--- src/rtl/dmach_pkg.sv ---
package dmach_pkg;
  // control word field positions (software decodes these)
  localparam int CW_EN      = 31;
  localparam int CW_IE      = 30;
  localparam int CW_DIR     = 28;
  localparam int CW_ONCE    = 27;
  localparam int CW_FLOW    = 21;
  localparam int CW_SEL_LSB = 16;
  localparam int SEL_W      = 5;
  localparam int CW_CNT_LSB = 2;
  localparam int CNT_MAX_W  = 14;

  // status word field positions
  localparam int ST_BUSY = 31;
  localparam int ST_PEND = 30;
  localparam int ST_HALF = 28;

  localparam logic [SEL_W-1:0] SEL_PARKED = 5'd31;

  typedef struct packed {
    logic             en;
    logic             ie;
    logic             dir;
    logic             once;
    logic             flow;
    logic [SEL_W-1:0] sel;
  } cfg_flags_t;
endpackage

--- src/rtl/dmach_cfg_reg.sv ---
module dmach_cfg_reg
  import dmach_pkg::*;
#(
  parameter int CNT_W = 14
) (
  input  logic             clk,
  input  logic             rst_n,
  input  logic             wr_en,
  input  logic [31:0]      wr_data,
  input  logic             auto_off,
  output logic [31:0]      cfg_word,
  output cfg_flags_t       flags,
  output logic [CNT_W-1:0] cnt_field,
  output logic [CNT_W-1:0] wr_cnt_field,
  output logic             start_pulse,
  output logic             stop_pulse
);
  localparam logic [31:0] CNT_MASK = ((32'd1 << CNT_W) - 32'd1) << CW_CNT_LSB;
  localparam logic [31:0] SEL_MASK = ((32'd1 << SEL_W) - 32'd1) << CW_SEL_LSB;
  localparam logic [31:0] BIT_MASK = (32'd1 << CW_EN) | (32'd1 << CW_IE) |
                                     (32'd1 << CW_DIR) | (32'd1 << CW_ONCE) |
                                     (32'd1 << CW_FLOW);
  localparam logic [31:0] WR_MASK  = CNT_MASK | SEL_MASK | BIT_MASK;

  logic [31:0] cfg_q, cfg_d;
  logic        cfg_ld;

  always_comb begin
    cfg_d  = cfg_q;
    cfg_ld = 1'b0;
    if (wr_en) begin
      cfg_d  = wr_data & WR_MASK;
      cfg_ld = 1'b1;
    end else if (auto_off) begin
      cfg_d[CW_EN] = 1'b0;
      cfg_ld       = 1'b1;
    end
  end

  always_ff @(posedge clk or negedge rst_n) begin
    if (!rst_n)      cfg_q <= '0;
    else if (cfg_ld) cfg_q <= cfg_d;
  end

  assign cfg_word     = cfg_q;
  assign flags.en     = cfg_q[CW_EN];
  assign flags.ie     = cfg_q[CW_IE];
  assign flags.dir    = cfg_q[CW_DIR];
  assign flags.once   = cfg_q[CW_ONCE];
  assign flags.flow   = cfg_q[CW_FLOW];
  assign flags.sel    = cfg_q[CW_SEL_LSB +: SEL_W];
  assign cnt_field    = cfg_q[CW_CNT_LSB +: CNT_W];
  assign wr_cnt_field = wr_data[CW_CNT_LSB +: CNT_W];
  assign start_pulse  = wr_en & wr_data[CW_EN] & ~cfg_q[CW_EN];
  assign stop_pulse   = wr_en & ~wr_data[CW_EN];

  AST_AUTO_OFF_CLEARS_EN: assert property (@(posedge clk) disable iff (!rst_n)
    auto_off && !wr_en |=> !cfg_q[CW_EN]);
endmodule

--- src/rtl/dmach_req_mux.sv ---
module dmach_req_mux
  import dmach_pkg::*;
#(
  parameter int NUM_REQ = 16
) (
  input  logic               clk,
  input  logic               rst_n,
  input  logic [NUM_REQ-1:0] periph_req,
  input  logic [SEL_W-1:0]   sel,
  input  logic               flow,
  output logic               grant
);
  localparam int LINES_OK = (NUM_REQ >= 1 && NUM_REQ < 31) ? 1 : 0;

  logic [NUM_REQ-1:0] hit;

  generate
    if (LINES_OK == 1) begin : g_lines
      for (genvar i = 0; i < NUM_REQ; i++) begin : g_hit
        assign hit[i] = periph_req[i] & (sel == SEL_W'(i));
      end
    end else begin : g_bad
      assign hit = '0;
    end
  endgenerate

  assign grant = flow ? (|hit) : 1'b1;

  AST_PARKED_SEL_STALLS: assert property (@(posedge clk) disable iff (!rst_n)
    flow && sel == SEL_PARKED |-> !grant);
endmodule

--- src/rtl/dmach_word_ctr.sv ---
module dmach_word_ctr #(
  parameter int CNT_W = 14
) (
  input  logic             clk,
  input  logic             rst_n,
  input  logic             start,
  input  logic             stop,
  input  logic [CNT_W-1:0] load_val,
  input  logic [CNT_W-1:0] reload_val,
  input  logic             once,
  input  logic             xfer,
  input  logic             pend_clr,
  output logic             busy,
  output logic [CNT_W-1:0] cnt,
  output logic             half,
  output logic             pend,
  output logic             once_done
);
  logic             busy_d, half_d, pend_d;
  logic [CNT_W-1:0] cnt_d;
  logic             last, pass_done, step;

  assign last      = (cnt == '0);
  assign step      = busy & xfer;
  assign pass_done = step & last;
  assign once_done = pass_done & once;

  always_comb begin
    busy_d = busy;
    if (start)          busy_d = 1'b1;
    else if (stop)      busy_d = 1'b0;
    else if (once_done) busy_d = 1'b0;

    cnt_d = cnt;
    if (start)     cnt_d = load_val;
    else if (step) cnt_d = last ? reload_val : cnt - 1'b1;

    half_d = half;
    if (start)                  half_d = 1'b0;
    else if (pass_done && !once) half_d = ~half;

    pend_d = pend;
    if (pass_done)     pend_d = 1'b1;
    else if (pend_clr) pend_d = 1'b0;
  end

  always_ff @(posedge clk or negedge rst_n) begin
    if (!rst_n) begin
      busy <= 1'b0;
      cnt  <= '0;
      half <= 1'b0;
      pend <= 1'b0;
    end else begin
      busy <= busy_d;
      cnt  <= cnt_d;
      half <= half_d;
      pend <= pend_d;
    end
  end

  AST_START_LOADS: assert property (@(posedge clk) disable iff (!rst_n)
    start |=> busy && cnt == $past(load_val) && !half);
  AST_CNT_STEP: assert property (@(posedge clk) disable iff (!rst_n)
    busy && xfer && !last && !start |=> cnt == $past(cnt) - 1'b1);
  AST_ONESHOT_STOP: assert property (@(posedge clk) disable iff (!rst_n)
    busy && xfer && last && once && !start |=> !busy && pend);
  AST_HALF_TOGGLE: assert property (@(posedge clk) disable iff (!rst_n)
    busy && xfer && last && !once && !start && !stop |=> busy && half != $past(half));
  AST_PEND_CLEAR: assert property (@(posedge clk) disable iff (!rst_n)
    pend_clr && !(busy && xfer && last) |=> !pend);
endmodule

--- src/rtl/dmach_channel.sv ---
module dmach_channel
  import dmach_pkg::*;
#(
  parameter int NUM_REQ = 16,
  parameter int CNT_W   = 14
) (
  input  logic               clk,
  input  logic               rst_n,
  input  logic               glb_en,
  input  logic               cfg_we,
  input  logic [31:0]        cfg_wdata,
  input  logic               sta_we,
  input  logic [31:0]        sta_wdata,
  input  logic [NUM_REQ-1:0] periph_req,
  input  logic               word_ack,
  output logic [31:0]        cfg_rdata,
  output logic [31:0]        sta_rdata,
  output logic               word_req,
  output logic               word_dir,
  output logic               word_half,
  output logic               irq
);
  cfg_flags_t       flags;
  logic [CNT_W-1:0] cnt_field, wr_cnt_field, cnt;
  logic             start_pulse, stop_pulse, once_done;
  logic             grant, busy, half, pend, xfer, pend_clr;
  logic             unused_sta;

  assign unused_sta = ^{sta_wdata[31], sta_wdata[29:0]};
  assign pend_clr   = sta_we & sta_wdata[ST_PEND];

  dmach_cfg_reg #(.CNT_W(CNT_W)) u_cfg (
    .clk(clk), .rst_n(rst_n), .wr_en(cfg_we), .wr_data(cfg_wdata),
    .auto_off(once_done), .cfg_word(cfg_rdata), .flags(flags),
    .cnt_field(cnt_field), .wr_cnt_field(wr_cnt_field),
    .start_pulse(start_pulse), .stop_pulse(stop_pulse)
  );

  dmach_req_mux #(.NUM_REQ(NUM_REQ)) u_req (
    .clk(clk), .rst_n(rst_n), .periph_req(periph_req), .sel(flags.sel),
    .flow(flags.flow), .grant(grant)
  );

  dmach_word_ctr #(.CNT_W(CNT_W)) u_ctr (
    .clk(clk), .rst_n(rst_n), .start(start_pulse), .stop(stop_pulse),
    .load_val(wr_cnt_field), .reload_val(cnt_field), .once(flags.once),
    .xfer(xfer), .pend_clr(pend_clr), .busy(busy), .cnt(cnt),
    .half(half), .pend(pend), .once_done(once_done)
  );

  assign word_req  = busy & glb_en & grant;
  assign xfer      = word_req & word_ack;
  assign word_dir  = flags.dir;
  assign word_half = half;
  assign irq       = pend & flags.ie;

  always_comb begin
    sta_rdata                        = '0;
    sta_rdata[ST_BUSY]               = busy;
    sta_rdata[ST_PEND]               = pend;
    sta_rdata[ST_HALF]               = half;
    sta_rdata[CW_CNT_LSB +: CNT_W]   = cnt;
  end

  AST_MOVE_NEEDS_GLOBAL: assert property (@(posedge clk) disable iff (!rst_n)
    word_req |-> glb_en && sta_rdata[ST_BUSY]);
  AST_IRQ_ONLY_WHEN_ENABLED: assert property (@(posedge clk) disable iff (!rst_n)
    irq |-> cfg_rdata[CW_IE] && sta_rdata[ST_PEND]);
endmodule

--- config.mk ---
export PLATFORM = sky130hd
export DESIGN_NAME = dmach_channel
export DESIGN_NICKNAME = d
export VERILOG_FILES = /design/src/rtl/dmach_pkg.sv /design/src/rtl/dmach_cfg_reg.sv /design/src/rtl/dmach_req_mux.sv /design/src/rtl/dmach_word_ctr.sv /design/src/rtl/dmach_channel.sv
export SDC_FILE = /design/constraint.sdc
export NUM_CORES = 1
export LEC_CHECK = 0
export BUFFER_PORTS_ARGS = -buffer_cell sky130_fd_sc_hd__buf_2
export CORE_MARGIN = 2
export CORE_UTILIZATION = 26
export CTS_BUF_LIST = sky130_fd_sc_hd__clkbuf_2 sky130_fd_sc_hd__clkbuf_4 sky130_fd_sc_hd__clkbuf_8
export DETAILED_ROUTE_END_ITERATION = 8
export GPL_TIMING_DRIVEN = 0
export MAX_ROUTING_LAYER = met4
export PLACE_DENSITY = 0.5
export SLEW_MARGIN = 15
export SYNTH_ARGS = -nofsm -noshare
export SYNTH_HDL_FRONTEND = slang
export SYNTH_SLANG_ARGS = --single-unit
export TNS_END_PERCENT = 10
--- constraint.sdc ---
create_clock -name clk -period 4.6 [get_ports clk]
set_input_delay 0.23 -clock clk [delete_from_list [all_inputs] [get_ports clk]]
set_output_delay 0.23 -clock clk [all_outputs]
set_load 0.01 [all_outputs]
==> results of run 1 <==
[cell families after synthesis]
family | count (synthesis) | synth area share [%]
adders and majority gates | 1 | 0.509
other | 1 | 0.153
muxes | 38 | 17.6
buffers and inverters | 46 | 12.5
and+or+nand+nor | 67 | 13.7
xor gates and xnor gates | 6 | 2.14
DFF | 41 | 41.8
AOI/OAI and AO/OA | 41 | 11.7
[cell type report]
cell class / count / area, um^2 / area share, %
inverters: 5 / 18.8 / 0.586
repair buffers: 90 / 450 / 14.1
multi-input cells: 176 / 1210 / 37.7
clock buffers: 5 / 68.8 / 2.15
flip-flops and latches: 41 / 1030 / 32.0
clock inverters: 1 / 5.00 / 0.156
plain buffers: 41 / 288 / 8.99
well taps: 111 / 139 / 4.34
[registers in the layout, indices dropped and copies added (netlist names)]
register / cells
u_cfg.cfg_word: 24
u_ctr.busy: 1
u_ctr.cnt: 14
u_ctr.half: 1
u_ctr.pend: 1
[stage by stage]
step	cells	setup slack (ns)	hold slack [ns]	area, um^2	power, mW
after floorplan	263	2.25	-0.0656	2540	0.713
after global placement	464	1.96	0.443	3130	0.852
after detailed placement	464	1.98	0.446	3130	0.858
after CTS	470	1.94	0.123	3200	1.09
after global routing	470	1.61	0.152	3200	1.15
final	470	1.98	0.0983	3200	1.07
[cell usage after synthesis (all sizes together) (5+ instances only)]
| library cell | count | area [um^2] |
|---|---|---|
| dfrtp | 41 | 1030 |
| buf | 35 | 265 |
| mux2 | 22 | 248 |
| nand2 | 22 | 82.6 |
| mux2i | 14 | 140 |
| nor2 | 14 | 55.1 |
| o21ai | 11 | 55.1 |
| a31oi | 9 | 56.3 |
| o211ai | 8 | 65.1 |
| nand2b | 7 | 43.8 |
| clkbuf | 6 | 22.5 |
| inv | 5 | 18.8 |
| nor3 | 5 | 25.0 |
| nor4 | 5 | 31.3 |
| xor2 | 5 | 43.8 |
[power breakdown]
part / switching, mW / internal [mW]
sequential: 0.0816 / 0.419
clock: 0.125 / 0.100
combinational: 0.174 / 0.172
total: 0.381 / 0.691
[path summary, 6_finish.rpt]
| kind | start | end | slack [ns] | cells after the start |
|---|---|---|---|---|
| setup / recovery | u_cfg.cfg_word[16] | u_ctr.cnt[9] | 1.98 | 8 |
| hold / removal | rst_n | u_cfg.cfg_word[16] | 0.1 | 1 |
| setup reg to reg | u_cfg.cfg_word[16] | u_ctr.cnt[9] | 1.98 | 8 |
| hold reg to reg | u_cfg.cfg_word[30] | u_cfg.cfg_word[30] | 0.53 | 1 |
| max in group asynchronous | rst_n | u_cfg.cfg_word[13] | 3.89 | 1 |
| min in group clk | cfg_wdata[17] | u_cfg.cfg_word[17] | 0.14 | 3 |
[cells in the final DEF, fill, tap and decap left out, types with 3 or more instances in the layout]
| cell | count |
|---|---|
| sky130_fd_sc_hd__clkbuf_8 | 5 |
| sky130_fd_sc_hd__inv_1 | 5 |
| sky130_fd_sc_hd__a31oi_1 | 9 |
| sky130_fd_sc_hd__mux2i_1 | 14 |
| sky130_fd_sc_hd__nor4_1 | 5 |
| sky130_fd_sc_hd__nor2_1 | 13 |
| sky130_fd_sc_hd__buf_2 | 92 |
| sky130_fd_sc_hd__buf_6 | 3 |
| sky130_fd_sc_hd__mux2_2 | 22 |
| sky130_fd_sc_hd__nor3_1 | 5 |
| sky130_fd_sc_hd__conb_1 | 23 |
| sky130_fd_sc_hd__o21ai_0 | 9 |
| sky130_fd_sc_hd__nand2b_1 | 7 |
| sky130_fd_sc_hd__o211ai_1 | 7 |
| sky130_fd_sc_hd__buf_4 | 29 |
| sky130_fd_sc_hd__xor2_1 | 5 |
| sky130_fd_sc_hd__nand2_1 | 22 |
| sky130_fd_sc_hd__clkbuf_1 | 6 |
| sky130_fd_sc_hd__dfrtp_1 | 41 |
[layer usage]
metal | wire [um] | part of all wire, %
met1 | 3100 | 46
met2 | 3200 | 48
met3 | 302 | 4.5
met4 | 62 | 0.93
met5 | 0 | 0
[worst max-delay path, cell delays in order (launching register included)]
cell                       delay, ns
sky130_fd_sc_hd__dfrtp_1        0.38
sky130_fd_sc_hd__buf_2          0.18
sky130_fd_sc_hd__mux2i_1        0.13
sky130_fd_sc_hd__a221oi_1       0.28
sky130_fd_sc_hd__o21ai_0        0.16
sky130_fd_sc_hd__a31oi_1        0.55
sky130_fd_sc_hd__clkbuf_1       0.49
sky130_fd_sc_hd__o211ai_1       0.17
sky130_fd_sc_hd__a31oi_1        0.19
==> Implementation_results.wiki, run 1 <==
{| class="wikitable"
! Metric !! Value
|-
| Hold/Removal Path Class || in2async
|-
| Sum of routed wire length over all layers || 6670 um
|-
| Core outline area || 9200 um^2
|-
| Fmax || 381 MHz
|-
| Type of origin of the critical path || flop
|-
| Reg clk slew, reported paths || 0.08 ns
|-
| Global Route Usage Sum || 13.6%
|-
| Final setup vio count || 0
|-
| Mean cell area of the mapped netlist || 10.2 um^2
|-
| Shortest clock period the worst path allows after layout || 2.62 ns
|-
| Number of clock sinks || 41
|-
| Post-synthesis instance total || 241
|-
| Total count of hold-check failures in the final report || 0
|-
| Vias after detailed routing || 2149
|-
| Site Rows || 35
|-
| Leakage power summed over all cells || 1.61 nW
|-
| Via count of the first global-routing pass || 2013
|-
| Final worst-path cycle share || 57.1%
|-
| Final standard cell utilization of the core || 34.8%
|-
| Maximum number of pins on one net before global-route repair || 42
|-
| Post-layout net count || 447
|-
| Clk Tree Root Cell || sky130_fd_sc_hd__clkbuf_8
|-
| Antenna violations before repair || 0
|-
| First DRT Iteration DRCs || 81
|-
| Unrepaired setup endpoints after global routing || no
|-
| Worst skew pair latency || 0.29 ns
|-
| Max-capacitance violation count || 0
|-
| Data required, critical path || 4.81 ns
|-
| Routed wire per std cell || 14.2 um
|-
| Post-synth EDFFs || 0
|-
| Placed wire-length estimate after detailed placement || 5080 um
|-
| Router iterations before antenna repair || 4
|-
| Horizontal die dimension || 101 um
|-
| Data arrival time of the worst path || 2.83 ns
|-
| Num ports || 154
|-
| Post-synthesis sequential area ratio || 41.8%
|-
| Unique masters post-synth || 45
|-
| Top flip-flop cell by instance count after synthesis || sky130_fd_sc_hd__dfrtp_1
|-
| RD Place Congestion || 0.774
|-
| Crit. End Element || flop
|-
| Global routing's busiest layer || met2
|-
| Routed via count divided by cell count || 4.57
|-
| Antenna fix cells || 0
|-
| Largest driver fanout on the critical path || 10
|-
| Pins Over Slew Limit || 0
|-
| Total Neg Setup Slack || 0 ns
|-
| Die Area || 10200 um^2
|-
| VDD IR-drop max || 0.157 mV
|-
| Initial Util || 26.7%
|-
| First-pass GRT wire length || 10500 um
|-
| Post-CTS Hold Buffers || 0
|-
| Type of the worst setup path || reg2reg
|-
| Total of flip-flops plus latches after synthesis || 41
|-
| Result of the run || completed
|-
| Quantity of I/O buffers inserted on ports || 90
|-
| Routing usage on met2 || 21.7%
|-
| Count of instances resized after the clock tree is built || 0
|-
| GRT Residual Overflow || 0
|-
| Slew @ Worst Pin || 0.991 ns
|-
| Number of buffers inserted to repair setup after CTS || 0
|-
| Yosys warns || 0
|-
| Proportion of register bits with asynchronous set or reset after synthesis || 100%
|-
| Headroom to the max-slew limit || 34.0%
|-
| Buffers from clock root to sink, at most || 2
|-
| Number of levels the H-tree was split into || 2
|-
| Met1 track demand over resource || 18.7%
|-
| Layout cell share with drive strength beyond 1 || 45.7%
|-
| Antenna Violating Nets Remaining || 0
|-
| PwrDens || 335 nW/um^2
|-
| Die height || 101 um
|-
| Detailed-route DRC error count || 0
|-
| Fill count || 988
|-
| Area of the mapped netlist || 2460 um^2
|-
| Clock tree from TritonCTS || yes
|-
| Synth-to-Final Area Change || 30.4%
|-
| Setup clock skew after layout || 0.00857 ns
|-
| M3 GR Usage || 1.52%
|-
| Clock buffers created by TritonCTS || 5
|}
No activity file was read; power rests on OpenSTA's default activity.
==> run 2: changes to the inputs <==
==> constraint.sdc (replaced) <==
create_clock -name clk -period 2.55 [get_ports clk]
set_input_delay 0.1275 -clock clk [delete_from_list [all_inputs] [get_ports clk]]
set_output_delay 0.1275 -clock clk [all_outputs]
set_load 0.01 [all_outputs]
==> run 2 against run 1 <==
Clock power rose by 80%. Hold slack worse by 0.11 ns. Die area unchanged. Sequential cell count stayed put. Power grew 84%. The run now ends with hold timing left. Sequential share of layout area decreased by 0.24 points. Via count shrank 0.56%. Clock skew hardly changed. Critical endpoint unchanged.
==> Implementation_results.wiki, run 2 (same netlist as run 1, synthesis figures left out) <==
{| class="wikitable"
! Metric !! Value
|-
| Final worst slack || 0.105 ns (-1.87 ns)
|-
| Layout cell share with drive strength beyond 1 || 47.6% (+1.9 points)
|-
| VDD IR-drop max || 0.282 mV (+80%)
|-
| Logic depth of the worst register-to-register path || 8 (unchanged)
|-
| Quantity of I/O buffers inserted on ports || 90 (unchanged)
|-
| Number of buffers inserted to repair setup after CTS || 0 (unchanged)
|-
| Failing checks || hold timing
|-
| Fmax || 409 MHz (+7.3%)
|-
| Crit. End Element || flop
|-
| Startpoint of the worst-slack reg-to-reg timing path || u_ctr.cnt[5]
|-
| Post-route total power || 1.97 mW (+84%)
|-
| Site Rows || 35 (unchanged)
|-
| CP cell instances || or3_4, or4_4, buf_6, or3_1, buf_6, buf_6, o211ai_1, a31oi_1
|-
| Routing usage on met2 || 21.8% (+0.15 points)
|-
| Die Area || 10200 um^2 (unchanged)
|-
| Num ports || 154 (unchanged)
|-
| Buffers from clock root to sink, at most || 2 (unchanged)
|-
| Via count of the first global-routing pass || 2026 (+0.65%)
|-
| Met1 track demand over resource || 18.7% (unchanged)
|-
| Total Neg Setup Slack || 0 ns (unchanged)
|-
| Worst skew pair latency || 0.30 ns (about the same)
|-
| Hold_ws || -0.0103 ns (-0.109 ns)
|-
| Shortest clock period the worst path allows after layout || 2.45 ns (-0.179 ns)
|-
| Clk Tree Root Cell || sky130_fd_sc_hd__clkbuf_8
|-
| Routed wire per std cell || 14.2 um (+0.44%)
|-
| Fill count || 996 (+0.81%)
|-
| Worst Setup SP || u_ctr.cnt[5]
|-
| Final setup vio count || 0 (unchanged)
|-
| CP endpoint || u_ctr.cnt[9]
|-
| Most frequent cells in the layout || 92 x sky130_fd_sc_hd__buf_2, 39 x sky130_fd_sc_hd__dfrtp_1, 29 x sky130_fd_sc_hd__buf_4, 23 x sky130_fd_sc_hd__conb_1
|-
| Routed via count divided by cell count || 4.55 (-0.56%)
|-
| Critical path's slowest cell || sky130_fd_sc_hd__dfrtp_1
|-
| DP Worst Slack || -0.0687 ns (-2.05 ns)
|-
| Largest driver fanout on the critical path || 10 (unchanged)
|-
| Reg clk slew, reported paths || 0.08 ns (about the same)
|-
| Total count of hold-check failures in the final report || 22 (+22)
|-
| Type of the worst setup path || reg2reg
|-
| Setup clock skew after layout || 0.00827 ns (-0.000296 ns)
|-
| Worst path max stage delay || 0.43 ns (-0.12 ns)
|-
| Antenna Violating Nets Remaining || 0 (unchanged)
|-
| Crit Reg-Reg Endpoint || u_ctr.cnt[9]
|-
| Data required, critical path || 2.70 ns (-2.11 ns)
|-
| Non-filler instance count after layout || 470 (unchanged)
|-
| Final standard cell utilization of the core || 35.2% (+0.35 points)
|-
| Number of clock sinks || 41 (unchanged)
|-
| Number of levels the H-tree was split into || 2 (unchanged)
|-
| Die height || 101 um (unchanged)
|-
| Slew @ Worst Pin || 0.978 ns (-0.0127 ns)
|-
| M3 GR Usage || 1.52% (unchanged)
|-
| Synth-to-Final Area Change || 31.7%
|-
| Type of origin of the critical path || flop
|-
| Final worst-path cycle share || 95.9% (+39 points)
|-
| Top cell by count, worst path || sky130_fd_sc_hd__buf_6
|-
| Post-place instance area || 3130 um^2 (unchanged)
|-
| Headroom to the max-slew limit || 34.8% (+0.85 points)
|-
| Post-layout net count || 447 (unchanged)
|-
| PwrDens || 610 nW/um^2 (+82%)
|-
| Kind of cell with the highest combined delay on the critical path || simple AND/OR/NAND/NOR gates
|-
| Detailed-route DRC error count || 0 (unchanged)
|-
| First DRT Iteration DRCs || 98 (+21%)
|-
| Clock tree from TritonCTS || yes
|-
| Most common cell after layout, fill and taps aside || sky130_fd_sc_hd__buf_2
|-
| Sum of routed wire length over all layers || 6700 um (+0.44%)
|-
| Clock buffers created by TritonCTS || 5 (unchanged)
|-
| Result of the run || finished, violations left
|-
| Placed wire-length estimate after detailed placement || 5080 um (unchanged)
|-
| Pins Over Slew Limit || 0 (unchanged)
|-
| Number of buffer and inverter stages on the critical path || 3 (+1)
|-
| Design Area, Final || 3230 um^2 (+1.0%)
|-
| Initial Util || 26.7% (unchanged)
|-
| Number of placed instances with taps included || 464 (unchanged)
|-
| RD Place Congestion || 0.774 (unchanged)
|-
| Max-capacitance violation count || 0 (unchanged)
|-
| Vias after detailed routing || 2137 (-0.56%)
|-
| Horizontal die dimension || 101 um (unchanged)
|-
| Core outline area || 9200 um^2 (unchanged)
|-
| First-pass GRT wire length || 10600 um (+0.40%)
|-
| Hold/Removal Path Class || in2async
|-
| Leakage power summed over all cells || 1.61 nW (+0.51%)
|-
| Router iterations before antenna repair || 4 (unchanged)
|-
| Unrepaired setup endpoints after global routing || yes
|-
| Worst path depth || 8 (unchanged)
|-
| Reg2reg setup slack || 0.10 ns (-1.87 ns)
|-
| Global Route Usage Sum || 13.6% (+0.045 points)
|-
| Largest register FFs || 24 (unchanged)
|-
| Maximum number of pins on one net before global-route repair || 42 (unchanged)
|-
| Global routing's busiest layer || met2
|-
| GRT Residual Overflow || 0 (unchanged)
|-
| Antenna violations before repair || 0 (unchanged)
|-
| Antenna fix cells || 0 (unchanged)
|-
| Data arrival time of the worst path || 2.59 ns (-0.24 ns)
|}
-- run 2: cell counts in the layout (fill, tap and decap cells not counted) --
Identical to the previous run, type by type.
-- run 2: worst reg2reg max path, cell delays in order (launching register included) --
cell and delay, ns:
sky130_fd_sc_hd__dfrtp_1 0.43, sky130_fd_sc_hd__or3_4 0.42, sky130_fd_sc_hd__or4_4 0.42, sky130_fd_sc_hd__buf_6 0.14
sky130_fd_sc_hd__or3_1 0.32, sky130_fd_sc_hd__buf_6 0.16, sky130_fd_sc_hd__buf_6 0.15, sky130_fd_sc_hd__o211ai_1 0.16
sky130_fd_sc_hd__a31oi_1 0.10
-- run 2: per-layer routing --
| metal | vias up | share of wire (%) |
|---|---|---|
| li1 | 1041 | - |
| met1 | 1020 | 46 |
| met2 | 71 | 48 |
| met3 | 5 | 4.4 |
| met4 | 0 | 0.90 |
| met5 | - | 0 |
-- run 2: worst min path at each step --
stage | start | endpoint | depth (start not counted) | slack, ns
after global routing | cfg_wdata[17] | u_cfg.cfg_word[17] | 3 | 0.05
after CTS | rst_n | u_cfg.cfg_word[16] | 1 | 0.02
after global placement | rst_n | u_cfg.cfg_word[16] | 1 | 0.34
final | rst_n | u_cfg.cfg_word[16] | 1 | -0.01
after detailed placement | rst_n | u_cfg.cfg_word[16] | 1 | 0.34
after floorplan | rst_n | u_cfg.cfg_word[10] | 0 | -0.17
-- run 2: layout make-up --
| class | count | area (um^2) | area share [%] |
|---|---|---|---|
| flip-flops and latches | 41 | 1030 | 31.8 |
| clock inverters | 1 | 5.00 | 0.155 |
| clock buffers | 5 | 68.8 | 2.13 |
| repair buffers | 90 | 450 | 13.9 |
| inverters | 5 | 18.8 | 0.580 |
| multi-input cells | 176 | 1230 | 38.2 |
| well taps | 111 | 139 | 4.29 |
| plain buffers | 41 | 289 | 8.94 |
-- run 2: report_power, final --
| part | internal (mW) | total, mW | switching [mW] |
|---|---|---|---|
| registers | 0.759 | 0.909 | 0.150 |
| clock network | 0.181 | 0.406 | 0.225 |
| logic | 0.332 | 0.658 | 0.326 |
| total | 1.27 | 1.97 | 0.701 |
-- run 2: timing repair --
action	CTS	global route
hold buffers	0	0
setup endpoints to repair	12	17
resized for setup	1	10
pin swaps	0	1
==> run 3: changes to the inputs <==
--- a/config.mk
+++ b/config.mk
@@ -12,9 +12,10 @@
 export DETAILED_ROUTE_END_ITERATION = 8
 export GPL_TIMING_DRIVEN = 0
 export MAX_ROUTING_LAYER = met4
-export PLACE_DENSITY = 0.5
+export PLACE_DENSITY = 0.48
 export SLEW_MARGIN = 15
 export SYNTH_ARGS = -nofsm -noshare
 export SYNTH_HDL_FRONTEND = slang
+export SYNTH_HIERARCHICAL = 1
 export SYNTH_SLANG_ARGS = --single-unit
 export TNS_END_PERCENT = 10
==> run 3 against run 2 <==
The flow still finishes with violations (hold timing). Global-route usage shrank 0.15 points. Final cell count grew 18%. Clock skew rose by 0.0047 ns. Hold slack improved by 0.0053 ns. Register-to-register slack worse by 0.02 ns. Die area is 18% higher. Combinational power increased by 20%. Largest power group unchanged. Highest routed layer unchanged.
==> Implementation_results.wiki, run 3 <==
{| class="wikitable"
! Metric !! Value
|-
| Kind of cell with the highest combined delay on the critical path || simple AND/OR/NAND/NOR gates
|-
| Core outline area || 10900 um^2 (+18%)
|-
| Total count of hold-check failures in the final report || 3 (-86%)
|-
| Largest driver fanout on the critical path || 7 (-3)
|-
| Net switching fraction of the power || 34.9% (-0.68 points)
|-
| Net switching power figure || 742 uW (+5.9%)
|-
| Failing checks || hold timing
|-
| Horizontal die dimension || 110 um (+8.7%)
|-
| Number of buffer and inverter stages on the critical path || 2 (-1)
|-
| Type of the worst setup path || reg2reg
|-
| Fill count || 1134 (+14%)
|-
| Unrepaired setup endpoints after global routing || yes
|-
| Internal cell power || 1.39 mW (+9.1%)
|-
| Site Rows || 38 (+8.6%)
|-
| Most common cell after layout, fill and taps aside || sky130_fd_sc_hd__buf_2
|-
| Antenna violations before repair || 0 (unchanged)
|-
| Logic depth of the worst register-to-register path || 7 (-1)
|-
| Number of levels the H-tree was split into || 2 (unchanged)
|-
| Router iterations before antenna repair || 4 (unchanged)
|-
| RD Place Congestion || 0.856 (+11%)
|-
| Crit Reg-Reg Endpoint || u_ctr/cnt[12]
|-
| Routed wire per std cell || 14.0 um (-1.7%)
|-
| Result of the run || finished, violations left
|-
| Hold/Removal Path Class || in2async
|-
| Layout cell share with drive strength beyond 1 || 53.5% (+5.9 points)
|-
| Top cell by count, worst path || sky130_fd_sc_hd__mux2_2
|-
| Final setup vio count || 0 (unchanged)
|-
| Via count of the first global-routing pass || 2435 (+20%)
|-
| VDD IR-drop max || 0.235 mV (-17%)
|-
| Max-capacitance violation count || 0 (unchanged)
|-
| Routed via count divided by cell count || 4.41 (-3.0%)
|-
| Worst skew pair latency || 0.29 ns (about the same)
|-
| Headroom to the max-slew limit || 33.4% (-1.4 points)
|-
| Post-place instance area || 3630 um^2 (+16%)
|-
| CP cell instances || inv_1, ha_2, or4b_1, buf_4, nor4_4, mux2_2, mux2_2
|-
| Mean cell area of the mapped netlist || 10.1 um^2 (-1.1%)
|-
| Post-CTS Hold Buffers || 0 (unchanged)
|-
| Quantity of I/O buffers inserted on ports || 90 (unchanged)
|-
| Most frequent cells in the layout || 92 x sky130_fd_sc_hd__buf_2, 69 x sky130_fd_sc_hd__buf_4, 38 x sky130_fd_sc_hd__dfrtp_1, 23 x sky130_fd_sc_hd__conb_1, 18 x sky130_fd_sc_hd__mux2_4
|-
| Sum of routed wire length over all layers || 7750 um (+16%)
|-
| Global Route Usage Sum || 13.5% (-0.15 points)
|-
| Slew @ Worst Pin || 1.00 ns (+0.0217 ns)
|-
| Startpoint of the worst-slack reg-to-reg timing path || u_ctr/cnt[0]
|-
| Antenna Violating Nets Remaining || 0 (unchanged)
|-
| Number of placed instances with taps included || 541 (+17%)
|-
| Fmax || 406 MHz (-0.73%)
|-
| Reg2reg setup slack || 0.09 ns (-0.02 ns)
|-
| Synth-to-Final Area Change || 30.8%
|-
| Data arrival time of the worst path || 2.64 ns (+0.05 ns)
|-
| Clk Tree Root Cell || sky130_fd_sc_hd__clkbuf_8
|-
| Maximum number of pins on one net before global-route repair || 42 (unchanged)
|-
| Reg clk slew, reported paths || 0.09 ns (about the same)
|-
| Type of origin of the critical path || flop
|-
| Portion of total power attributed to sequential cells || 40.4% (-5.7 points)
|-
| Critical path's slowest cell || sky130_fd_sc_hd__dfrtp_2
|-
| Placed wire-length estimate after detailed placement || 5780 um (+14%)
|-
| Initial Util || 26.8% (+0.13 points)
|-
| Leakage power summed over all cells || 1.89 nW (+17%)
|-
| Buffers from clock root to sink, at most || 2 (unchanged)
|-
| Detailed-route DRC error count || 0 (unchanged)
|-
| Yosys warns || 6 (+6)
|-
| Data required, critical path || 2.72 ns (+0.02 ns)
|-
| Crit. End Element || flop
|-
| DP Worst Slack || -0.346 ns (-0.277 ns)
|-
| Hold_ws || -0.00504 ns (+0.00525 ns)
|-
| Non-filler instance count after layout || 553 (+18%)
|-
| First DRT Iteration DRCs || 99 (+1.0%)
|-
| Fraction of power consumed by the clock network || 22.5% (+1.9 points)
|-
| Clock tree from TritonCTS || yes
|-
| Post-route total power || 2.13 mW (+8.0%)
|-
| Combinational fraction of design power || 37.1% (+3.8 points)
|-
| GRT Residual Overflow || 0 (unchanged)
|-
| Num ports || 154 (unchanged)
|-
| Setup clock skew after layout || 0.0129 ns (+0.00466 ns)
|-
| Design Area, Final || 3820 um^2 (+18%)
|-
| Shortest clock period the worst path allows after layout || 2.46 ns (+0.0181 ns)
|-
| Largest register FFs || 24 (unchanged)
|-
| Pins Over Slew Limit || 0 (unchanged)
|-
| Number of clock sinks || 41 (unchanged)
|-
| Vias after detailed routing || 2440 (+14%)
|-
| Clock buffers created by TritonCTS || 5 (unchanged)
|-
| PwrDens || 557 nW/um^2 (-8.6%)
|-
| Final worst slack || 0.0866 ns (-0.0181 ns)
|-
| First-pass GRT wire length || 12400 um (+17%)
|-
| Post-layout net count || 499 (+12%)
|-
| Worst path max stage delay || 0.47 ns (+0.04 ns)
|-
| Final worst-path cycle share || 96.6% (+0.71 points)
|-
| Die Area || 12100 um^2 (+18%)
|-
| Antenna fix cells || 0 (unchanged)
|-
| Die height || 110 um (+8.7%)
|-
| Area of the mapped netlist || 2920 um^2 (+19%)
|-
| Post-synthesis instance total || 290 (+20%)
|}
-- run 3: changes by cell type in the layout (fill, tap and decap cells not counted), moves of 4 or more --
cell                      change
sky130_fd_sc_hd__a21oi_1     +13
sky130_fd_sc_hd__a31oi_1      -7
sky130_fd_sc_hd__buf_4       +40
sky130_fd_sc_hd__mux2_2      -15
sky130_fd_sc_hd__mux2_4      +18
sky130_fd_sc_hd__mux2i_1      -8
sky130_fd_sc_hd__nand2_1     -13
sky130_fd_sc_hd__nor3b_1      +4
-- run 3: through the flow --
step | TNS, ns | util (%) | hold WS (ns)
6_report | 0 | 35.1 | -0.00504
5_1_grt | -0.0696 | 35.1 | 0.0483
4_1_cts | -0.00155 | 34.8 | 0.0419
3_5_place_dp | -3.62 | 33.3 | 0.363
3_3_place_gp | -3.17 | 33.3 | 0.359
2_1_floorplan | 0 | - | -0.168
-- run 3: layout make-up --
cell class	instances	area, um^2	share of cell area, %
clock inverter	1	5.00	0.131
timing repair buffer	97	503	13.2
tap	140	175	4.58
inverter	5	18.8	0.491
sequential	41	1030	26.9
multi-input combinational	187	1420	37.3
clock buffer	7	96.3	2.52
buffer	75	571	14.9
-- run 3: worst max-delay path by stage --
stage                        from            end  slack [ns]  cells after the start
2_1_floorplan  u_cfg/cfg_word[17]  u_ctr/cnt[12]        0.02                     11
3_3_place_gp   u_cfg/cfg_word[17]  u_ctr/cnt[11]       -0.33                     11
3_5_place_dp   u_cfg/cfg_word[17]   u_ctr/cnt[1]       -0.35                     12
4_1_cts        u_cfg/cfg_word[16]  u_ctr/cnt[11]      -0.002                     10
5_1_grt        u_cfg/cfg_word[17]  u_ctr/cnt[13]       -0.05                     12
6_report             u_ctr/cnt[0]  u_ctr/cnt[12]        0.09                      7
-- run 3: power groups by stage --
stage                     registers (mW)  clock network [mW]  logic [mW]
after floorplan                    0.879                   0       0.493
after global placement             0.861                   0       0.763
after detailed placement           0.865                   0       0.767
after CTS                          0.854               0.507       0.778
after global routing               0.882               0.542       0.875
final                              0.860               0.480       0.789
-- run 3: timing repair --
action                                  CTS  global route
buffers inserted                          4             3
endpoints found under the setup margin   15            14
pin swaps                                 4             5
gates resized for setup                  12            14
-- run 3: routing by layer --
metal | routed length [um] | track usage (%) | vias to the layer above
met3 | 450 | 2.35 | 4
li1 | - | - | 1195
met2 | 3610 | 22.2 | 87
met1 | 3650 | 17.5 | 1154
met4 | 42 | 2.53 | 0
met5 | 0 | - | -
